[config.mk]
export PLATFORM = sky130hd
export DESIGN_NAME = nvram_index_port
export DESIGN_NICKNAME = d
export VERILOG_FILES = /design/src/rtl/nvram_ix_pkg.sv /design/src/rtl/nvram_lock_ctl.sv /design/src/rtl/nvram_access_gate.sv /design/src/rtl/nvram_index_port.sv
export SDC_FILE = /design/constraint.sdc
export NUM_CORES = 1
export LEC_CHECK = 0
export BUFFER_PORTS_ARGS = -buffer_cell sky130_fd_sc_hd__clkbuf_2
export CAP_MARGIN = 20
export CORE_MARGIN = 2
export CORE_UTILIZATION = 47
export CTS_CLUSTER_SIZE = 40
export DETAILED_ROUTE_END_ITERATION = 7
export PLACE_DENSITY = 0.83
export SLEW_MARGIN = 20
export SYNTH_ARGS = -nofsm -noshare
export SYNTH_HDL_FRONTEND = slang
export SYNTH_SLANG_ARGS = --single-unit
[constraint.sdc]
create_clock -name clk -period 2.35 [get_ports clk]
set_input_delay 0.3525 -clock clk [delete_from_list [all_inputs] [get_ports clk]]
set_output_delay 0.3525 -clock clk [all_outputs]
set_load 0.005 [all_outputs]
[src/rtl/nvram_ix_pkg.sv]
package nvram_ix_pkg;
    localparam int PTR_W  = 16;
    localparam int BYTE_W = 8;

    localparam logic [1:0] OFS_PTR_LO = 2'd0;
    localparam logic [1:0] OFS_PTR_HI = 2'd1;
    localparam logic [1:0] OFS_DATA   = 2'd3;

    typedef struct packed {
        logic [PTR_W-1:0] ptr;
        logic             rvalid;
        logic             ones;
    } port_state_t;
endpackage

[src/rtl/nvram_lock_ctl.sv]
module nvram_lock_ctl #(
    parameter int N_LOCK    = 2,
    parameter int WIN_BASE  = 32,
    parameter int WIN_SPAN  = 16,
    parameter int IDX_W     = 1
) (
    input  logic                           clk,
    input  logic                           rst_n,
    input  logic                           flip,
    input  logic [IDX_W-1:0]               idx,
    input  logic [nvram_ix_pkg::PTR_W-1:0] addr,
    output logic                           blocked
);
    import nvram_ix_pkg::*;

    logic [N_LOCK-1:0] lock_d, lock_q;
    logic [N_LOCK-1:0] hit;

    always_comb begin
        lock_d = lock_q;
        for (int i = 0; i < N_LOCK; i++) begin
            if (flip && (int'(idx) == i)) lock_d[i] = ~lock_q[i];
        end
    end

    always_ff @(posedge clk) begin
        if (!rst_n) lock_q <= '0;
        else        lock_q <= lock_d;
    end

    for (genvar g = 0; g < N_LOCK; g++) begin : g_win
        localparam logic [PTR_W:0] LO = (PTR_W+1)'(WIN_BASE + g * WIN_SPAN);
        localparam logic [PTR_W:0] HI = (PTR_W+1)'(WIN_BASE + (g + 1) * WIN_SPAN);
        assign hit[g] = lock_q[g] && ({1'b0, addr} >= LO) && ({1'b0, addr} < HI);
    end

    assign blocked = |hit;

    // a flip inverts exactly the selected bit
    p_flip_inverts_r9: assert property (@(posedge clk) disable iff (!rst_n)
        (flip && int'(idx) < N_LOCK) |=> (lock_q[$past(idx)] != $past(lock_q[idx])));

    // with no flip, the lock bits hold
    p_lock_hold_r9: assert property (@(posedge clk) disable iff (!rst_n)
        !flip |=> $stable(lock_q));
endmodule

[src/rtl/nvram_access_gate.sv]
module nvram_access_gate #(
    parameter int MEM_SIZE = 2048
) (
    input  logic [nvram_ix_pkg::PTR_W-1:0] addr,
    input  logic                           blocked,
    output logic                           ok
);
    import nvram_ix_pkg::*;

    localparam logic [PTR_W:0] LIMIT = (PTR_W+1)'(MEM_SIZE);

    logic in_range;

    always_comb begin
        in_range = ({1'b0, addr} < LIMIT);
        ok       = in_range && !blocked;
    end
endmodule

[src/rtl/nvram_index_port.sv]
module nvram_index_port #(
    parameter int MEM_SIZE = 2048,
    parameter int N_LOCK   = 2,
    parameter int WIN_BASE = 32,
    parameter int WIN_SPAN = 16,
    localparam int IDX_W   = (N_LOCK > 1) ? $clog2(N_LOCK) : 1
) (
    input  logic             clk,
    input  logic             rst_n,
    input  logic [1:0]       bus_sel,
    input  logic             bus_wr,
    input  logic             bus_rd,
    input  logic [7:0]       bus_wdata,
    output logic [7:0]       bus_rdata,
    output logic             bus_rvalid,
    input  logic             lock_flip,
    input  logic [IDX_W-1:0] lock_idx,
    output logic [15:0]      mem_addr,
    output logic [7:0]       mem_wdata,
    output logic             mem_we,
    input  logic [7:0]       mem_rdata
);
    import nvram_ix_pkg::*;

    port_state_t st_d, st_q;
    logic        blocked;
    logic        ok;
    logic        data_wr;

    nvram_lock_ctl #(
        .N_LOCK  (N_LOCK),
        .WIN_BASE(WIN_BASE),
        .WIN_SPAN(WIN_SPAN),
        .IDX_W   (IDX_W)
    ) u_lock (
        .clk    (clk),
        .rst_n  (rst_n),
        .flip   (lock_flip),
        .idx    (lock_idx),
        .addr   (st_q.ptr),
        .blocked(blocked)
    );

    nvram_access_gate #(
        .MEM_SIZE(MEM_SIZE)
    ) u_gate (
        .addr   (st_q.ptr),
        .blocked(blocked),
        .ok     (ok)
    );

    always_comb begin
        st_d        = st_q;
        st_d.rvalid = bus_rd;
        if (bus_rd) st_d.ones = (bus_sel != OFS_DATA) || !ok;
        if (bus_wr) begin
            case (bus_sel)
                OFS_PTR_LO: st_d.ptr[7:0]       = bus_wdata;
                OFS_PTR_HI: st_d.ptr[PTR_W-1:8] = bus_wdata;
                OFS_DATA:   st_d.ptr            = '0;
                default:    ;
            endcase
        end
        data_wr = bus_wr && (bus_sel == OFS_DATA);
    end

    always_ff @(posedge clk) begin
        if (!rst_n) st_q <= '0;
        else        st_q <= st_d;
    end

    assign mem_addr   = st_q.ptr;
    assign mem_wdata  = bus_wdata;
    assign mem_we     = data_wr && ok;
    assign bus_rvalid = st_q.rvalid;
    assign bus_rdata  = st_q.ones ? 8'hFF : mem_rdata;

    // a data-port write always leaves the pointer at zero
    p_clear_after_write_r4: assert property (@(posedge clk) disable iff (!rst_n)
        (bus_wr && bus_sel == OFS_DATA) |=> (mem_addr == '0));

    // a read alone never moves the pointer
    p_read_keeps_ptr_r5: assert property (@(posedge clk) disable iff (!rst_n)
        (bus_rd && !bus_wr) |=> $stable(mem_addr));

    // a read is answered in the next cycle
    p_rvalid_follows_r5: assert property (@(posedge clk) disable iff (!rst_n)
        bus_rd |=> bus_rvalid);

    // offset 2 writes change nothing
    p_ofs2_ignored_r7: assert property (@(posedge clk) disable iff (!rst_n)
        (bus_wr && bus_sel == 2'd2) |-> !mem_we);

    // a protected location is never written
    p_lock_drops_r8: assert property (@(posedge clk) disable iff (!rst_n)
        blocked |-> !mem_we);

    // memory writes stay inside the array
    p_in_range_r10: assert property (@(posedge clk) disable iff (!rst_n)
        mem_we |-> (int'(mem_addr) < MEM_SIZE));
endmodule

* Word-level counts from Yosys, hierarchy flattened
Cells that the tools add are included.
** Operators by class
- $lt $le $gt $ge :: 5
- Equality and inequality tests :: 3
- Multiplexer cells :: 3
- Bitwise operators :: 3
- Reduce and logical (&&, ||, !) cells :: 18
** Operators with widths (count)
- 16-bit by 6-bit greater-or-equal comparator with 1-bit output (second input constant) :: 2
- 8-bit case mux with 2 select lines :: 2
- 16-bit by 12-bit less-than comparator with 1-bit output (second input constant) :: 1
- 16-bit by 6-bit less-than comparator with 1-bit output (second input constant) :: 1
- 16-bit by 7-bit less-than comparator with 1-bit output (second input constant) :: 1
- 1-bit logical AND :: 9
- 8-bit two-way mux :: 1
- 2-bit AND reduction :: 2
- 2-bit nonzero test :: 2
- 1-bit inverter :: 3
- 2-bit by 1-bit == test with 1-bit output (second input constant) :: 1
- 2-bit == test (second input constant) :: 1
- 1-bit logical NOT :: 2
- 2-bit logical NOT :: 1
- 2-bit inequality test (second input constant) :: 1
- 2-bit OR reduction :: 1
- 1-bit logical OR :: 1
** Word-level totals
- Bits in registers :: 20

* Depth between registers and ports, before layout
- Depth after elaboration :: 8
- Mapped depth :: 5

* Cells and area by module
Synthesis repeated with hierarchy kept, for this count alone.
** Unflattened totals
- Cells, all modules :: 129
- Area total of the unflattened synthesis :: 1179.9 um^2
** Modules (own cells, without submodules)
- nvram_index_port :: instances 1, cells an instance 114, area an instance 1044.8 um^2, seq. area each 360.3 um^2
- nvram_lock_ctl :: instances 1, cells an instance 13, area an instance 117.6 um^2, seq. area each 40.0 um^2
- nvram_access_gate :: instances 1, cells an instance 2, area an instance 17.5 um^2, seq. area each 0.0 um^2

* Worst setup path after synthesis
No wires, ideal clock.
- Kind :: in2out
- From :: input port bus_sel[0]
- To :: output port mem_we
- Arrival time :: 1230 ps
- Required time :: 1997 ps
- Path slack :: 768 ps
- Stages :: 4
- Buffers on the path :: 0
- Path through :: ha_1 or4b_4 nor3_2 and3_1
** On the way
- Word-level cells in the longest chain between the ends :: 3
** Ends and longest elaborated chain
- start, declared :: RTL line nvram_index_port.sv:10 : input logic [1:0] bus_sel,
- 2-bit == test :: RTL line nvram_index_port.sv:64 : data_wr = bus_wr && (bus_sel == OFS_DATA);
- 1-bit logical AND :: RTL line nvram_index_port.sv:64
- 1-bit logical AND :: RTL line nvram_index_port.sv:74 : assign mem_we = data_wr && ok;
- end, declared :: RTL line nvram_index_port.sv:20 : output logic mem_we,
No other way between the ends.

* Final worst setup path
- From :: register st_q, in the netlist mem_addr[12]
- To :: output port mem_we
** On the way
- Word-level cells in the longest chain between the ends :: 7
- Elaborated cells between the ends (all ways) :: 13
- Those cells by class :: 5 x order compare; 8 x reduce/logical
** Ends and longest elaborated chain
- start, declared :: RTL line nvram_index_port.sv:25 : port_state_t st_d, st_q;
- start signal, assigned :: RTL line nvram_index_port.sv:69 : else st_q <= st_d;
- 16-bit by 6-bit greater-or-equal comparator with 1-bit output :: RTL line nvram_lock_ctl.sv:34 : assign hit[g] = lock_q[g] && ({1'b0, addr} >= LO) && ({1'b0, addr} < HI);
- 1-bit logical AND (2 in series) :: RTL line nvram_lock_ctl.sv:34
- 2-bit OR reduction :: RTL line nvram_lock_ctl.sv:37 : assign blocked = |hit;
- 1-bit logical NOT :: RTL line nvram_access_gate.sv:16 : ok = in_range && !blocked;
- 1-bit logical AND (*) :: RTL line nvram_access_gate.sv:16
- 1-bit logical AND (*) :: RTL line nvram_index_port.sv:74
Every way passes the cells marked *; elsewhere a longest branch is shown, timed or not.

==> flow_summary.toml <==
[outcome]
status = "completed"

[synth]
synthTopCellsByCount = "24 x buf_4, 20 x dfxtp_1, 16 x nor2b_1, 8 x or2_2"
synth_area_leaders = "dfxtp_1 36%, buf_4 16%, nor2b_1 9.1%, or2_2 4.6%, nand4b_1 4.0%"
async_flop_share = 0
synth.avg_cell_area_sq_um = 9.40
yosysMostFrequentCell = "buf_4"
ys_seq_elements = 20
ys.flop_type = "dfxtp_1"
ys_seq_area_frac = 0.364
ys.warnings.count = 0
synth_top_area_frac = 0.364
synth-edff-count = 0
yosys.area.top_type = "dfxtp_1"
syn_nets = 143
netlist_area_sq_um = 1100
netlist_instances = 117
synth_cell_type_count = 27

[clock_tree]
clkLatencyLatePin_ns = 0.31
h-tree-depth = 1
root_buffer = "clkbuf_4"
cts-buffers-inserted = 3
cts_resized = 0
cts.clk_slew.worst_paths_ns = 0.12
cts_setup_buffers = 0
postCtsHoldBufs = 0
tritoncts = "yes"
cts_max_path_buffers = 2
cts_sinks = 20

[die]
die_w_microns = 52.4
die_y_microns = 52.4
placementRows = 17
start_util = 0.497
ios = 58
core_sq_um = 2210
fp.dieArea_sq_um = 2740

[sta]
rsz0062_at_grt = "false"
finalCriticalPeriod_ns = 1.97
setup_slack_ns = 0.379
report.final.slew_viol_count = 0
setup_viol = 0
maxSlewHeadroom = 0.719
max_freq_ghz = 0.507
hold_slack_ns = 0.242
worst_slew_pin_slew_ns = 0.417
tns_ns = 0
fin_skew_ns = 0.00486
post-route-period-util = 0.839
hold_viol = 0

[critical_path]
cp.required_ns = 2.00
start_kind = "flip-flop"
arrival_ns = 1.62
setup.worst_path.end_class = "output pin"
critPathKind = "flip-flop to output pin"
worst-path-max-fanout = 3

[grt]
use_met3 = 0.0343
grt_util_all_layers = 0.181
grt_max_degree = 21
grt_pass1_wl_microns = 3640
grt_remaining_overflow = 0
busiest_layer = "met2"
antenna_found_initial = 0
grt_pass1_vias = 833
grtUsageMet2 = 0.346
met1_usage = 0.190

[route]
drtAntennaViolNets = 0
drt_pre_antenna_iters = 3
drcViolationCount = 0
via_per_inst = 5.04
drtIter0Drc = 10
route.vias.total = 902
wl_per_cell_microns = 12.9
drt-total-wl_microns = 2310

[power_and_ir_drop]
switching_share = 0.234
pwr-share-comb = 0.169
intPower_mw = 0.599
power.net_switching_mw = 0.183
clkPwrFrac = 0.363
p_leak_nw = 0.621
seqPwrFrac = 0.468
p_per_area_nw_per_um2 = 610
power.total_mw = 0.782
max-vdd-ir-drop_mv = 0.319

[final_layout]
fin_cells = 179
final_cell_area_sq_um = 1280
final_nets = 178
syn2layout_area_growth_pct = 16.6
n_fill_cell = 215
antenna_cells = 0
final_layout_size_suffix_gt1_frac = 0.497
final_core_util = 0.580

[placement]
pre_cts_ws_ns = 0.486
gp_congestion = 0.809
io_buffers = 57
post-dp-hpwl_microns = 1810
place_inst = 175
place_area_sq_um = 1230

[job]
cap_violations = 0

[worst_hold_path]
hp-class = "input pin to flip-flop"
[power groups by stage]
stage	combinational (mW)	sequential [mW]	clock [mW]
finish	0.132	0.366	0.284
global route	0.148	0.369	0.307
CTS	0.134	0.367	0.287
detailed placement	0.133	0.374	0
global placement	0.131	0.373	0
floorplan	0.0947	0.371	0
[placed cells by master, fill, tap and decap left out, types with 2 or more instances in the layout]
master / instances
nor2b_1: 16
clkbuf_4: 3
mux2i_1: 4
ha_1: 2
a32oi_1: 4
a21boi_0: 4
a22oi_1: 4
clkbuf_2: 57
nand4b_1: 5
nand2_1: 5
and2_1: 3
or2_2: 8
xnor2_1: 2
dfxtp_1: 20
[routing by layer]
layer | part of all wire | up-vias
li1 | - | 445
met1 | 0.39 | 414
met2 | 0.51 | 38
met3 | 0.088 | 5
met4 | 0.017 | 0
met5 | 0 | -
[cell type report]
class | instances | area [sq um] | share of cell area
well taps | 28 | 35.0 | 0.0273
flip-flops and latches | 20 | 400 | 0.312
inverters | 1 | 3.75 | 0.00293
multi-input cells | 68 | 498 | 0.388
repair buffers | 58 | 293 | 0.228
clock buffers | 3 | 22.5 | 0.0176
clock inverters | 1 | 30.0 | 0.0234
[sequential cells by signal, summed over array words and instances (netlist names)]
| signal | cells |
|---|---|
| mem_addr | 16 |
| u_lock.lock_q | 2 |
| bus_rvalid | 1 |
| st_q | 1 |
[path summary, 6_finish.rpt]
kind / start / end / slack (ns) / depth (start not counted)
setup / recovery: mem_addr[12] / mem_we / 0.38 / 4
hold / removal: bus_rd / st_q[0] / 0.24 / 2
setup reg to reg: mem_addr[12] / st_q[0] / 1.12 / 3
hold reg to reg: mem_addr[5] / mem_addr[5] / 0.49 / 2
[worst max-delay path, cell delays in order, from the launching register on]
cell and delay (ns):
dfxtp_1 0.35, or4b_4 0.54, nor3_2 0.15, and3_1 0.17, clkbuf_2 0.11
[kinds of logic (layout without fill, tap and decap cells)]
group,after synthesis,in the layout,synth area share
DFF,20,20,0.364
muxes,5,5,0.0466
xor gates and xnor gates,2,2,0.0159
buffers and inverters,29,63,0.183
adders and majority gates,2,2,0.0227
AOI/OAI and AO/OA,15,15,0.105
and+or+nand+nor,44,44,0.263
Note: power is estimated with default switching activity, not from simulation.
